===== config.mk =====
export PLATFORM = sky130hd
export DESIGN_NAME = obf_irq_arbiter
export DESIGN_NICKNAME = d
export VERILOG_FILES = /design/src/rtl/arb_pkg.sv /design/src/rtl/arb_pend_track.sv /design/src/rtl/arb_irq_gen.sv /design/src/rtl/arb_rd_route.sv /design/src/rtl/obf_irq_arbiter.sv
export SDC_FILE = /design/constraint.sdc
export NUM_CORES = 1
export LEC_CHECK = 0
export CELL_PAD_IN_SITES_DETAIL_PLACEMENT = 1
export CELL_PAD_IN_SITES_GLOBAL_PLACEMENT = 2
export CORE_MARGIN = 2
export CORE_UTILIZATION = 11
export CTS_CLUSTER_DIAMETER = 60
export DETAILED_ROUTE_END_ITERATION = 6
export PLACE_DENSITY_LB_ADDON = 0.1
export SETUP_SLACK_MARGIN = 0.02
export SLEW_MARGIN = 20
export SYNTH_ARGS = -nofsm -noshare
export SYNTH_HDL_FRONTEND = slang
export SYNTH_SLANG_ARGS = --single-unit

===== constraint.sdc =====
create_clock -name clk -period 2.08 [get_ports clk]
set_clock_uncertainty 0.1 [all_clocks]
set_input_delay 0.208 -clock clk [delete_from_list [all_inputs] [get_ports clk]]
set_output_delay 0.208 -clock clk [all_outputs]
set_load 0.02 [all_outputs]

===== src/rtl/arb_pkg.sv =====
package arb_pkg;

    localparam int NSRC    = 2;
    localparam int SRC_KBD = 0;
    localparam int SRC_AUX = 1;

    typedef enum logic [NSRC-1:0] {
        PEND_NONE = 2'b00,
        PEND_KBD  = 2'b01,
        PEND_AUX  = 2'b10,
        PEND_BOTH = 2'b11
    } pend_e;

    typedef struct packed {
        logic aux;
        logic kbd;
    } irq_t;

endpackage


===== src/rtl/arb_pend_track.sv =====
module arb_pend_track
    import arb_pkg::*;
(
    input  logic             clk,
    input  logic             rst_n,
    input  logic [NSRC-1:0]  ready,
    output logic [NSRC-1:0]  pend_q
);

    logic [NSRC-1:0] pend_d;

    always_comb begin
        pend_d = ready;
    end

    always_ff @(posedge clk) begin
        if (!rst_n) pend_q <= '0;
        else        pend_q <= pend_d;
    end

    for (genvar g = 0; g < NSRC; g++) begin : g_follow
        p_pend_follow_r1: assert property (@(posedge clk) disable iff (!rst_n)
            $rose(rst_n) or 1'b1 |=> (pend_q[g] == $past(ready[g])))
            else $error("pending bit does not follow its ready level");
    end

endmodule


===== src/rtl/arb_irq_gen.sv =====
module arb_irq_gen
    import arb_pkg::*;
#(
    parameter int MODE_W   = 8,
    parameter int KEN_BIT  = 0,
    parameter int AEN_BIT  = 1,
    parameter int KDIS_BIT = 4
) (
    input  logic              clk,
    input  logic              rst_n,
    input  logic [NSRC-1:0]   pend_nx,
    input  logic [MODE_W-1:0] mode,
    output logic              irq_kbd,
    output logic              irq_aux
);

    irq_t irq_d, irq_q;
    logic kbd_allowed;

    always_comb begin
        kbd_allowed = mode[KEN_BIT] & ~mode[KDIS_BIT];
        irq_d       = '0;
        unique case (pend_e'(pend_nx))
            PEND_NONE: irq_d = '0;
            PEND_AUX:  irq_d.aux = mode[AEN_BIT];
            PEND_KBD,
            PEND_BOTH: irq_d.kbd = kbd_allowed;
            default:   irq_d = '0;
        endcase
    end

    always_ff @(posedge clk) begin
        if (!rst_n) irq_q <= '0;
        else        irq_q <= irq_d;
    end

    assign irq_kbd = irq_q.kbd;
    assign irq_aux = irq_q.aux;

    p_irq_excl_r6: assert property (@(posedge clk) disable iff (!rst_n)
        $onehot0({irq_q.kbd, irq_q.aux}))
        else $error("both interrupt levels high");

    p_aux_only_r4: assert property (@(posedge clk) disable iff (!rst_n)
        (pend_nx == PEND_AUX) |=> (!irq_q.kbd && (irq_q.aux == $past(mode[AEN_BIT]))))
        else $error("aux-only interrupt wrong");

    p_kbd_gate_r5: assert property (@(posedge clk) disable iff (!rst_n)
        (pend_nx[SRC_KBD] && mode[KDIS_BIT]) |=> !irq_q.kbd)
        else $error("keyboard irq raised while disabled");

    p_empty_r6: assert property (@(posedge clk) disable iff (!rst_n)
        (pend_nx == PEND_NONE) |=> (!irq_q.kbd && !irq_q.aux))
        else $error("interrupt with nothing pending");

endmodule


===== src/rtl/arb_rd_route.sv =====
module arb_rd_route
    import arb_pkg::*;
(
    input  logic             clk,
    input  logic             rst_n,
    input  logic [NSRC-1:0]  pend_q,
    input  logic             rd_stb,
    output logic             obf,
    output logic             aux_obf,
    output logic             sel_aux,
    output logic             kbd_pop,
    output logic             aux_pop
);

    always_comb begin
        obf     = |pend_q;
        aux_obf = (pend_e'(pend_q) == PEND_AUX);
        sel_aux = aux_obf;
        kbd_pop = rd_stb & ~sel_aux;
        aux_pop = rd_stb &  sel_aux;
    end

    p_pop_one_r8: assert property (@(posedge clk) disable iff (!rst_n)
        rd_stb |-> $onehot({kbd_pop, aux_pop}))
        else $error("read strobe not routed to exactly one source");

    p_pop_idle_r8: assert property (@(posedge clk) disable iff (!rst_n)
        !rd_stb |-> !(kbd_pop || aux_pop))
        else $error("pop without read strobe");

    p_aux_flag_r3: assert property (@(posedge clk) disable iff (!rst_n)
        aux_obf |-> (obf && !pend_q[SRC_KBD]))
        else $error("aux flag while keyboard pending");

    p_sel_r7: assert property (@(posedge clk) disable iff (!rst_n)
        pend_q[SRC_KBD] |-> !sel_aux)
        else $error("read routed to aux while keyboard pending");

endmodule


===== src/rtl/obf_irq_arbiter.sv =====
module obf_irq_arbiter
    import arb_pkg::*;
#(
    parameter int MODE_W   = 8,
    parameter int KEN_BIT  = 0,
    parameter int AEN_BIT  = 1,
    parameter int KDIS_BIT = 4
) (
    input  logic              clk,
    input  logic              rst_n,
    input  logic              kbd_ready,
    input  logic              aux_ready,
    input  logic [MODE_W-1:0] mode,
    input  logic              rd_stb,
    output logic              stat_obf,
    output logic              stat_aux_obf,
    output logic              port_obf,
    output logic              port_aux_obf,
    output logic              irq_kbd,
    output logic              irq_aux,
    output logic              rd_sel_aux,
    output logic              kbd_pop,
    output logic              aux_pop
);

    logic [NSRC-1:0] ready_w;
    logic [NSRC-1:0] pend_q;
    logic            obf_w;
    logic            aux_obf_w;

    assign ready_w[SRC_KBD] = kbd_ready;
    assign ready_w[SRC_AUX] = aux_ready;

    arb_pend_track u_pend (
        .clk    (clk),
        .rst_n  (rst_n),
        .ready  (ready_w),
        .pend_q (pend_q)
    );

    arb_irq_gen #(
        .MODE_W   (MODE_W),
        .KEN_BIT  (KEN_BIT),
        .AEN_BIT  (AEN_BIT),
        .KDIS_BIT (KDIS_BIT)
    ) u_irq (
        .clk     (clk),
        .rst_n   (rst_n),
        .pend_nx (ready_w),
        .mode    (mode),
        .irq_kbd (irq_kbd),
        .irq_aux (irq_aux)
    );

    arb_rd_route u_route (
        .clk     (clk),
        .rst_n   (rst_n),
        .pend_q  (pend_q),
        .rd_stb  (rd_stb),
        .obf     (obf_w),
        .aux_obf (aux_obf_w),
        .sel_aux (rd_sel_aux),
        .kbd_pop (kbd_pop),
        .aux_pop (aux_pop)
    );

    assign stat_obf     = obf_w;
    assign port_obf     = obf_w;
    assign stat_aux_obf = aux_obf_w;
    assign port_aux_obf = aux_obf_w;

    p_obf_r2: assert property (@(posedge clk) disable iff (!rst_n)
        (kbd_ready || aux_ready) |=> stat_obf)
        else $error("buffer-full flag missing");

    p_irq_needs_obf_r2: assert property (@(posedge clk) disable iff (!rst_n)
        (irq_kbd || irq_aux) |-> stat_obf)
        else $error("interrupt with empty buffer");

endmodule


==> results.cfg, run 1 <==
[logic_synthesis]
post_synth_inst_count = 15
yosysTopAreaCell = dfxtp_1
largest_cells_by_area_after_synthesis = dfxtp_1 47%, buf_4 13%, and2_4 10%, and3b_1 10%, nor2b_4 8.1%
synth.avg_cell_area_um2 = 11.3
synth-seq-cells = 4
synth.distinct_cells = 8
synth.top_cell.area_share = 0.471
sequential_to_total_area_share_from_yosys_stat = 0.471
synthesis.area_um2 = 170
postSynthNetCount = 28
synthesis.yosys.warnings = 0

[placement]
routabilityCongestion = 0.562
placement.setup.worst_slack_ps = 374
numPortBuffers = 16
dpl_cell_area_um2 = 328

[global_routing]
grt_pass1_wl_um = 572
maximum_number_of_pins_on_one_net_before_global_route_repair = 6
groute.usage.overall = 0.0455
grt_antenna_before_repair = 0
grt_pass1_vias = 151
grt.overflow.total = 0

[timing]
final.min_clock_period_ps = 1750
timing.final.setup_violations = 0
setup_tns_ps = 0
worst_setup_margin_ps = 327
finalCritPeriodShare = 0.843
slew_viol_final = 0
maxClockFrequency_mhz = 571
rsz0062_at_grt = false
final-hold-violation-count = 0
tightest_slew_ps = 214
slew_headroom = 0.857

[clock_tree]
clkSinkCount = 4
cts_made_buffers = 3
postCtsSetupBuffers = 0
clockBufferDepth = 2
post_cts_resize_count = 0
clk_pin_slew_worst_paths_ps = 40
cts_tree = built
clock_tree.root_cell = clkbuf_4
cts_hold_buffers = 0
htree_levels = 1

[routing]
remaining_drc_errors = 0
via_per_inst = 3.40
drt_first_pass_iters = 1
wl_per_cell_um = 6.89
routed-wl-met2_um = 164
maxUsedRoutingLayer = met3
drt-total-wl_um = 324
drt.antenna.violating_nets = 0
dr.first_iter.drc_count = 0
routed-wl-met3_um = 51
via_count = 160
route.layer.met1.wl_um = 108

[worst_setup_path]
worstPathMaxFanout = 5
crit_path_max_incr_delay_ps = 590
cp_launch_type = flop
crit_slowest_cell = clkdlybuf4s50_1
critical_path.endpoint_type = output port
cp.arrival_ps = 1440
worstPathRequired_ps = 1770
worstSetupPathType = reg2out
crit_path_cell_trace = nor2b_4 > and2_1 > clkdlybuf4s50_1

[layout]
post_route_cells_drive_above_1_share = 0.226
final_util = 0.238
antenna_cells_inserted = 0
area_growth_pct = 106
design_area_um2 = 350
final_nets = 46

[power]
vdd.ir_drop.worst_mv = 0.208
power_dens_cells_nw_per_um2 = 653
leakage_nw = 0.146
total_power_w = 0.000229

[die]
boundaryPins = 22
die_x_um = 43.3
floorplan.core_area_um2 = 1470
floorplan.initialDensity = 0.116
die_h_um = 43.3
design.die.area_um2 = 1880
fp-row-count = 14

[min_path]
worst_hold_path.num_cells = 2
min-delay-path-class = in2reg

[status]
run_status = finished clean

[run]
timing.max_cap.violations = 0
per-stage QoR:
stage          cells  hold slack (ps)
2_1_floorplan     15              249
3_3_place_gp      44              689
3_5_place_dp      44              698
4_1_cts           47              448
5_1_grt           47              445
6_report          47              455
sequential cells by signal, indices dropped and copies added (netlist names):
name and flops:
u_pend.pend_q 2, u_irq.irq_aux 1, u_irq.irq_kbd 1
power by group:
group	total [W]	switching, W	leakage [nW]	internal (W)
clock network	0.0000943	0.0000299	0.0138	0.0000644
logic	0.0000524	0.0000195	0.0988	0.0000328
registers	0.0000819	0.00000163	0.0329	0.0000803
layout make-up:
cell class	instances	area, um2
fillers	184	1120
clock buffers	3	22.5
well taps	16	20.0
repair buffers	16	160
flip-flops and latches	4	80.1
multi-input cells	8	67.6
worst max-delay path: cells and delay by family (launching register included):
| family | cells | cell delay (ps) |
|---|---|---|
| DFF | 1 | 320 |
| and+or+nand+nor | 2 | 300 |
| buffers and inverters | 1 | 590 |
per-layer routing:
layer | track usage | vias to the layer above
li1 | - | 76
met5 | 0 | -
met1 | 0.0384 | 70
met3 | 0.0375 | 0
met2 | 0.0597 | 14
met4 | 0.0545 | 0
placed cells by master (no fill, tap or decap):
cell,instances
dfxtp_1,4
clkdlybuf4s50_1,16
nor2b_1,1
clkbuf_4,3
or2_2,1
and2_1,1
nor2b_4,1
and2_4,2
and3b_1,2
path summary, 6_finish.rpt:
| check | start | slack [ps] | to |
|---|---|---|---|
| setup / recovery | u_pend.pend_q[1]$_SDFF_PN0_ | 330 | aux_pop |
| hold / removal | aux_ready | 450 | u_pend.pend_q[1]$_SDFF_PN0_ |
cells by family after synthesis:
kind of cell           share of synthesized area
and+or+nand+nor                            0.397
DFF                                        0.471
buffers and inverters                      0.132
cell usage after synthesis:
library cell,number
and2_1,1
and2_4,2
and3b_1,2
buf_4,3
dfxtp_1,4
nor2b_1,1
nor2b_4,1
or2_2,1
Power figures use the tool's default switching activity.
==> run 2: changes to the inputs <==
--- a/config.mk
+++ b/config.mk
@@ -8,7 +8,7 @@
 export CELL_PAD_IN_SITES_DETAIL_PLACEMENT = 1
 export CELL_PAD_IN_SITES_GLOBAL_PLACEMENT = 2
 export CORE_MARGIN = 2
-export CORE_UTILIZATION = 11
+export CORE_UTILIZATION = 10
 export CTS_CLUSTER_DIAMETER = 60
 export DETAILED_ROUTE_END_ITERATION = 6
 export PLACE_DENSITY_LB_ADDON = 0.1
==> constraint.sdc (replaced) <==
create_clock -name clk -period 1.6 [get_ports clk]
set_clock_uncertainty 0.1 [all_clocks]
set_input_delay 0.16 -clock clk [delete_from_list [all_inputs] [get_ports clk]]
set_output_delay 0.16 -clock clk [all_outputs]
set_load 0.02 [all_outputs]
==> run 2 against run 1 <==
Wire length increased by 25%. Largest power group unchanged. Non-clock buffer count stayed put. Critical path depth did not move. Critical endpoint unchanged. Clock power rose by 34%. Largest cell class unchanged.
==> results.cfg, run 2 (synthesis gave the netlist of run 1 again) <==
[timing]
finalCritPeriodShare = 0.902
worst_setup_margin_ps = 157
final-hold-violation-count = 0
maxClockFrequency_mhz = 693
rsz0062_at_grt = false
tightest_slew_ps = 221
slew_viol_final = 0
final.min_clock_period_ps = 1440
slew_headroom = 0.852
timing.final.setup_violations = 0
setup_tns_ps = 0

[layout]
final_nets = 46
antenna_cells_inserted = 0
area_growth_pct = 101
post_route_cells_drive_above_1_share = 0.226
design_area_um2 = 342
largest_register = u_pend.pend_q
largest_reg_flops = 2
final_util = 0.219
leading_cell_type_in_the_layout_fill_and_taps_excluded = clkdlybuf4s50_1
final_cell_mix = 9 x clkdlybuf4s50_1, 7 x dlygate4sd2_1, 4 x dfxtp_1, 3 x clkbuf_4

[die]
floorplan.initialDensity = 0.109
fp-row-count = 14
die_x_um = 45.3
design.die.area_um2 = 2050
die_h_um = 45.3
boundaryPins = 22
floorplan.core_area_um2 = 1560

[global_routing]
grt_pass1_wl_um = 662
groute.usage.overall = 0.0532
grt.overflow.total = 0
grt_antenna_before_repair = 0
maximum_number_of_pins_on_one_net_before_global_route_repair = 6
grt_pass1_vias = 177

[power]
power_dens_cells_nw_per_um2 = 857
vdd.ir_drop.worst_mv = 0.149
leakage_nw = 0.166
total_power_w = 0.000293

[placement]
numPortBuffers = 16
placement.setup.worst_slack_ps = -39.3
routabilityCongestion = 0.572
dpl_cell_area_um2 = 328

[routing]
drt_first_pass_iters = 1
dr.first_iter.drc_count = 0
maxUsedRoutingLayer = met4
drt-total-wl_um = 405
via_count = 158
wl_per_cell_um = 8.62
routed-wl-met2_um = 206
remaining_drc_errors = 0
routed-wl-met3_um = 22
drt.antenna.violating_nets = 0
via_per_inst = 3.36
route.layer.met1.wl_um = 163

[min_path]
timing.hold.worst.start = aux_ready
min-delay-path-class = in2reg

[worst_setup_path]
cp.buffers_inverters = 1
crit_path_max_incr_delay_ps = 330
critical_path.endpoint_type = output port
worstSetupStartpoint = u_pend.pend_q[1]$_SDFF_PN0_
worstPathMaxFanout = 5
critical_path_s_top_delay_family = buffers and inverters
worstSetupPathType = reg2out
crit_path_cell_trace = nor2b_4 > and2_1 > dlygate4sd2_1
worstPathRequired_ps = 1340
crit_slowest_cell = dlygate4sd2_1
cp.arrival_ps = 1180
cp_launch_type = flop

[clock_tree]
clkSinkCount = 4
cts_hold_buffers = 0
cts_made_buffers = 3
clockBufferDepth = 2
htree_levels = 1
clk_pin_slew_worst_paths_ps = 40
postCtsSetupBuffers = 0
cts_tree = built
clock_tree.root_cell = clkbuf_4

[run]
timing.max_cap.violations = 0

[status]
run_status = finished clean
## run 2: changes by cell type in the layout (fill, tap and decap cells not counted), sizes merged
| cell | previous run | this run |
|---|---|---|
| clkdlybuf4s50 | 16 | 9 |
| dlygate4sd2 | 0 | 7 |
## run 2: where the power goes
group	internal, W	switching [W]	leakage (nW)
combinational	0.0000352	0.0000253	0.119
clock	0.0000839	0.0000416	0.0138
sequential	0.000104	0.00000214	0.0329
## run 2: layout make-up
type	count	area (um2)
well taps	16	20.0
flip-flops and latches	4	80.1
fillers	182	1220
repair buffers	16	151
multi-input cells	8	67.6
clock buffers	3	22.5
## run 2: routing by layer
metal | vias to the layer above | GRT usage
met4 | 0 | 0.106
met3 | 2 | 0.0120
met5 | - | 0
li1 | 76 | -
met2 | 12 | 0.0657
met1 | 68 | 0.0505
## run 2: path summary, 6_finish.rpt
check                                    endpoint  cells past startpoint
worst max-delay path                      aux_pop                      3
worst min-delay path  u_pend.pend_q[1]$_SDFF_PN0_                      2
## run 2: stage by stage
step                cells  hold WS (ps)
floorplan              15           201
global placement       44           647
detailed placement     44           647
CTS                    47           388
global route           47           399
finish                 47           401
## run 2: timing repair
item	4_1_cts	5_1_grt
resized for setup	7	0
endpoints found under the setup margin	7	0
endpoints found under the hold margin	0	0
